## src/rtl/pcm_exp_pkg.sv

```systemverilog
package pcm_exp_pkg;
  localparam int CODE_W   = 8;
  localparam int SEG_W    = 3;
  localparam int MANT_W   = 4;
  localparam int BASE_W   = MANT_W + 2;
  localparam int A_MAG_W  = 12;
  localparam int A_OUT_W  = A_MAG_W + 1;
  localparam int MU_MAG_W = 13;
  localparam int MU_OUT_W = MU_MAG_W + 1;
  localparam int MU_BIAS  = 33;
  localparam logic [CODE_W-1:0] A_EVEN_MASK = 8'h55;

  typedef enum logic {
    LAW_A  = 1'b0,
    LAW_MU = 1'b1
  } law_e;

  typedef struct packed {
    logic               sign;
    logic [SEG_W-1:0]   seg;
    logic [MANT_W-1:0]  mant;
  } code_fields_t;
endpackage

```

## src/rtl/pcm_rst_sync.sv

```systemverilog
module pcm_rst_sync #(
  parameter int STAGES = 2
) (
  input  logic clk,
  input  logic rst_n,
  output logic rst_sync_n
);
  logic [STAGES-1:0] chain_q;
  logic [STAGES-1:0] chain_d;

  always_comb begin
    chain_d = {chain_q[STAGES-2:0], 1'b1};
  end

  always_ff @(posedge clk or negedge rst_n) begin
    if (!rst_n) chain_q <= '0;
    else        chain_q <= chain_d;
  end

  assign rst_sync_n = chain_q[STAGES-1];
endmodule

```

## src/rtl/pcm_alaw_core.sv

```systemverilog
module pcm_alaw_core
  import pcm_exp_pkg::*;
(
  input  logic [CODE_W-1:0]  code,
  output logic [A_OUT_W-1:0] sample
);
  code_fields_t            f;
  logic [BASE_W-1:0]       base;
  logic [A_MAG_W-1:0]      mag;
  logic [A_MAG_W-1:0]      shifted;

  always_comb begin
    f       = code_fields_t'(code ^ A_EVEN_MASK);
    // leading one only above the first segment
    base    = {(f.seg != '0), f.mant, 1'b1};
    shifted = A_MAG_W'(base) << (f.seg - SEG_W'(1));
    mag     = (f.seg == '0) ? A_MAG_W'(base) : shifted;
    sample  = f.sign ? {1'b0, mag} : (A_OUT_W'(0) - {1'b0, mag});
  end
endmodule

```

## src/rtl/pcm_ulaw_core.sv

```systemverilog
module pcm_ulaw_core
  import pcm_exp_pkg::*;
(
  input  logic [CODE_W-1:0]   code,
  output logic [MU_OUT_W-1:0] sample
);
  code_fields_t            f;
  logic [BASE_W-1:0]       base;
  logic [MU_MAG_W-1:0]     biased;
  logic [MU_MAG_W-1:0]     mag;

  always_comb begin
    f      = code_fields_t'(~code);
    base   = {1'b1, f.mant, 1'b1};
    biased = MU_MAG_W'(base) << f.seg;
    mag    = biased - MU_MAG_W'(MU_BIAS);
    sample = f.sign ? (MU_OUT_W'(0) - {1'b0, mag}) : {1'b0, mag};
  end
endmodule

```

## src/rtl/pcm_expander.sv

```systemverilog
module pcm_expander
  import pcm_exp_pkg::*;
#(
  parameter int SYNC_STAGES = 2
) (
  input  logic                 clk,
  input  logic                 rst_n,
  input  logic                 in_valid,
  output logic                 in_ready,
  input  logic [CODE_W-1:0]    in_code,
  input  logic                 in_law,
  output logic                 out_valid,
  output logic [MU_OUT_W-1:0]  out_sample
);
  logic                  rst_sync_n;
  logic                  ready_q, ready_d;
  logic                  valid_q, valid_d;
  logic [MU_OUT_W-1:0]   sample_q, sample_d;
  logic                  accept;
  logic [A_OUT_W-1:0]    a_sample;
  logic [MU_OUT_W-1:0]   mu_sample;
  law_e                  law;

  pcm_rst_sync #(.STAGES(SYNC_STAGES)) rst_sync_i (
    .clk(clk), .rst_n(rst_n), .rst_sync_n(rst_sync_n)
  );

  pcm_alaw_core alaw_i (.code(in_code), .sample(a_sample));
  pcm_ulaw_core ulaw_i (.code(in_code), .sample(mu_sample));

  always_comb begin
    law      = law_e'(in_law);
    accept   = in_valid && ready_q;
    ready_d  = 1'b1;
    valid_d  = accept;
    sample_d = sample_q;
    if (accept) begin
      if (law == LAW_MU) sample_d = mu_sample;
      else               sample_d = {a_sample[A_OUT_W-1], a_sample};
    end
  end

  always_ff @(posedge clk or negedge rst_sync_n) begin
    if (!rst_sync_n) begin
      ready_q  <= 1'b0;
      valid_q  <= 1'b0;
      sample_q <= '0;
    end else begin
      ready_q <= ready_d;
      valid_q <= valid_d;
      if (accept) sample_q <= sample_d;
    end
  end

  assign in_ready   = ready_q;
  assign out_valid  = valid_q;
  assign out_sample = sample_q;

  assert_ready_sticks_R2: assert property (@(posedge clk) disable iff (!rst_sync_n)
    in_ready |=> in_ready);
  assert_flag_after_accept_R3: assert property (@(posedge clk) disable iff (!rst_sync_n)
    (in_valid && in_ready) |=> out_valid);
  assert_no_flag_idle_R3: assert property (@(posedge clk) disable iff (!rst_sync_n)
    !(in_valid && in_ready) |=> !out_valid);
  assert_hold_when_idle_R4: assert property (@(posedge clk) disable iff (!rst_sync_n)
    !(in_valid && in_ready) |=> $stable(out_sample));
  assert_a_sign_extend_R6: assert property (@(posedge clk) disable iff (!rst_sync_n)
    (in_valid && in_ready && !in_law) |=> (out_sample[13] == out_sample[12]));
  assert_mu_zero_R9: assert property (@(posedge clk) disable iff (!rst_sync_n)
    (in_valid && in_ready && in_law && (in_code[6:0] == 7'h7F)) |=> (out_sample == '0));
endmodule

```

## config.mk

```make
export PLATFORM = sky130hd
export DESIGN_NAME = pcm_expander
export DESIGN_NICKNAME = d
export VERILOG_FILES = /design/src/rtl/pcm_exp_pkg.sv /design/src/rtl/pcm_rst_sync.sv /design/src/rtl/pcm_alaw_core.sv /design/src/rtl/pcm_ulaw_core.sv /design/src/rtl/pcm_expander.sv
export SDC_FILE = /design/constraint.sdc
export NUM_CORES = 1
export LEC_CHECK = 0
export ABC_CLOCK_PERIOD_IN_PS = 800
export CAP_MARGIN = 30
export CORE_MARGIN = 8
export CORE_UTILIZATION = 35
export DETAILED_ROUTE_END_ITERATION = 10
export PLACE_DENSITY = 0.57
export SLEW_MARGIN = 5
export SYNTH_ARGS = -nofsm -noshare
export SYNTH_HDL_FRONTEND = slang
export SYNTH_SLANG_ARGS = --single-unit
```

## constraint.sdc

```tcl
create_clock -name clk -period 0.8 [get_ports clk]
set_input_delay 0.16 -clock clk [delete_from_list [all_inputs] [get_ports clk]]
set_output_delay 0.16 -clock clk [all_outputs]
set_load 0.01 [all_outputs]
```

==> impl_metrics.toml <==
[run_status]
outcome = "finished, violations left"
violations = "negative setup slack"

[floorplanning]
start_util_pct = 35.7
core_mm2 = 0.00765
row_count = 32
dieArea_mm2 = 0.0109
ioPinCount = 28
die_y_um = 104
die_w_um = 104

[grt]
grt_max_degree = 20
grt_usage_pct = 17.0
first_global_vias = 3244
grt_pass1_wl_mm = 15.6
overflow = 0
antenna_found_initial = 0

[yosys]
ys_seq_elements = 18
netlist_top_cells_area = "dfrtp_1 (17%), nand2_1 (5.0%), ha_1 (4.1%)"
synth_most_common_cell = "nand2_1"
synth_simple_gate_area_share_pct = 24.7
synth_top_area_cell = "dfrtp_1"
synth_commonest_cells = "nand2_1 (36), nor2_1 (23), dfrtp_1 (18)"
synth_xor_area_share_pct = 5.41
async_reset_ff_share_pct = 100
syn_avg_cell_area_um2 = 8.32
synthMuxAreaShare_pct = 5.23
synth_top_family_by_area = "compound AO/OA/AOI/OAI gates"
synth_flop_cell = "dfrtp_1"
synth-compound-area-share_pct = 36.3
synth_cell_types = 88
syn_inst = 328
synth_fa_ha_area_share_pct = 4.13
synth_edf_count = 0
synth_warnings = 0
syn_area_mm2 = 0.00273
ys_seq_area_share_pct = 16.5
synth_top_area_share_pct = 16.5

[detailed_routing]
wl_per_cell_um = 16.6
avgViaCountPerCell = 5.42
drc = 0
drtAntennaViolNets = 0
met3_length_um = 425
via_count = 3203
first_pass_iters = 4
drt_iter0_markers = 148
highest_layer = "met4"
route.met2.wl_mm = 4.98
finalWirelength_mm = 9.82
wl_met1_mm = 4.19

[layout]
multi_input_area_mm2 = 0.00255
final_util_pct = 61.9
drive_gt1_share_pct = 58.9
n_fill_cell = 618
diodes = 0
nets = 511
register_area_um2 = 450
area_growth_pct = 73.4

[sta]
min_period_ns = 2.31
finalSetupTns_ns = -20.38
fin_crit_sh_pct = 289
fmax_ghz = 0.433
fin_skew_ns = 0.00556
slew_headroom_pct = 66.1
rsz0062_at_grt = "yes"
hold_violations = 0
final-setup-viol-count = 31
drv_slew = 0
fin_ws_ns = -1.51
worst_pin_slew_ns = 0.508

[setup_path]
critical_path.max_fanout = 6
cp_num_buf_inv = 6
critPathMaxStageDelay_ns = 0.36
cp-start-kind = "primary input"
arrival_ns = 2.45
crit_chain = "buf_12, buf_4, nand2_1, a21o_1, buf_6, ha_4, buf_4, inv_1, buf_4, o211a_1, o21ai_2, nand2_2, nor4b_4, a31oi_4, xnor2_2, o211ai_2"
required_ns = 0.94
crit_family = "compound AO/OA/AOI/OAI gates"
crit_slowest_cell = "nor4b_4"
crit_top_cell = "buf_4"
critPathKind = "in -> reg"
cp-end-kind = "register"

[cts]
clk_pin_slew_ns = 0.07
clock_latency_ns = 0.26
cts_tree = "built"
cts.sinks = 18
cts_root_buf = "clkbuf_8"
cts_made_buffers = 3
cts_max_path_buffers = 2
h-tree-depth = 1
cts_hold_buf = 0

[place]
routabilityCongestion = 0.882
hpwl_mm = 6.99
port-buffer-count = 27

[power_and_ir_drop]
p_per_area_mw_per_mm2 = 1160
p_leak_nw = 2.07
ir_drop_mv = 0.568
finalPower_mw = 5.51

[flow_run]
maxCapViolations = 0

[hold_path]
hp-class = "in -> async"
-- worst reg2reg max path, cell delays in order, from the launching register on --
cell and delay [ns]:
dfrtp_1 0.41, nand2_4 0.12, nor2_1 0.06, buf_4 0.14, o211ai_1 0.10, a31oi_1 0.06, a211o_1 0.23
-- layer usage --
layer / vias up / track usage (%)
li1: 1559 / -
met4: 0 / 5.89
met1: 1541 / 20.6
met3: 21 / 1.80
met2: 82 / 30.1
met5: - / 0
-- metrics by stage --
step	setup slack, ns	hold slack, ns	cell area (um^2)	instances
4_1_cts	-1.46	0.0591	4450	577
2_1_floorplan	-1.66	-0.136	2900	329
3_5_place_dp	-2.28	0.217	3960	546
6_report	-1.51	0.0632	4730	591
3_3_place_gp	-2.26	0.192	3960	546
5_1_grt	-1.60	0.0650	4730	591
-- path summary, 6_finish.rpt --
kind                                  startpoint                     to  slack (ns)  depth (start not counted)
max in group asynchronous  rst_sync_i.chain_q[1]          out_sample[5]        0.39                          1
setup / recovery                      in_code[5]         out_sample[10]       -1.51                         16
hold / removal                             rst_n  rst_sync_i.chain_q[1]        0.06                          1
setup reg to reg                        in_ready         out_sample[11]       -0.44                          6
hold reg to reg            rst_sync_i.chain_q[1]               in_ready        0.21                          1
min in group clk           rst_sync_i.chain_q[0]  rst_sync_i.chain_q[1]        0.36                          0
-- registers in the layout (all words and copies together) (netlist names) --
register and count:
rst_sync_i.chain_q 2, in_ready 1, out_sample 14, out_valid 1
-- power breakdown --
part	switching [mW]	leakage (nW)	internal (mW)	total (mW)
Clock	0.308	0.0288	0.437	0.746
Combinational	1.75	1.83	1.89	3.64
Sequential	0.0695	0.219	1.05	1.12
Total	2.13	2.07	3.38	5.51
-- cells in the final DEF (no fill, tap or decap), drive strengths merged, types with 3 or more instances in the layout --
| master | n |
|---|---|
| nand2b | 7 |
| nand3 | 10 |
| mux2 | 3 |
| nor4b | 3 |
| dfrtp | 18 |
| clkdlybuf4s50 | 4 |
| ha | 9 |
| and2 | 5 |
| and3 | 5 |
| nor2b | 5 |
| buf | 173 |
| mux2i | 6 |
| xnor2 | 11 |
| nor3 | 5 |
| o21a | 4 |
| a31oi | 10 |
| a21o | 5 |
| a221oi | 6 |
| clkbuf | 6 |
| nor2 | 24 |
| a32oi | 3 |
| a22oi | 3 |
| nand4 | 3 |
| o32ai | 4 |
| a21oi | 20 |
| o211ai | 7 |
| o21ai | 27 |
| inv | 11 |
| nand2 | 39 |
-- area by class of cell --
cell class              count  area share, %
clock buffers               4           1.16
inverters                  12           1.48
multi-input cells         274           53.9
flip-flops and latches     18           9.52
well taps                 102           2.70
repair buffers            181           31.3
-- timing repair --
action                                  CTS  global route
setup buffers                            28            18
gates resized for setup                 150            48
endpoints found under the setup margin   31            31
pin swaps                                40            34
-- kinds of logic (layout without fill, tap and decap cells) --
group,count (synthesis),in the layout
compound gates,120,120
flops,18,18
xor+xnor,13,13
mux,11,11
simple gates,119,119
other cells,1,2
fa+ha+maj,9,9
buf+inv,37,197
Power figures use the tool's default switching activity.
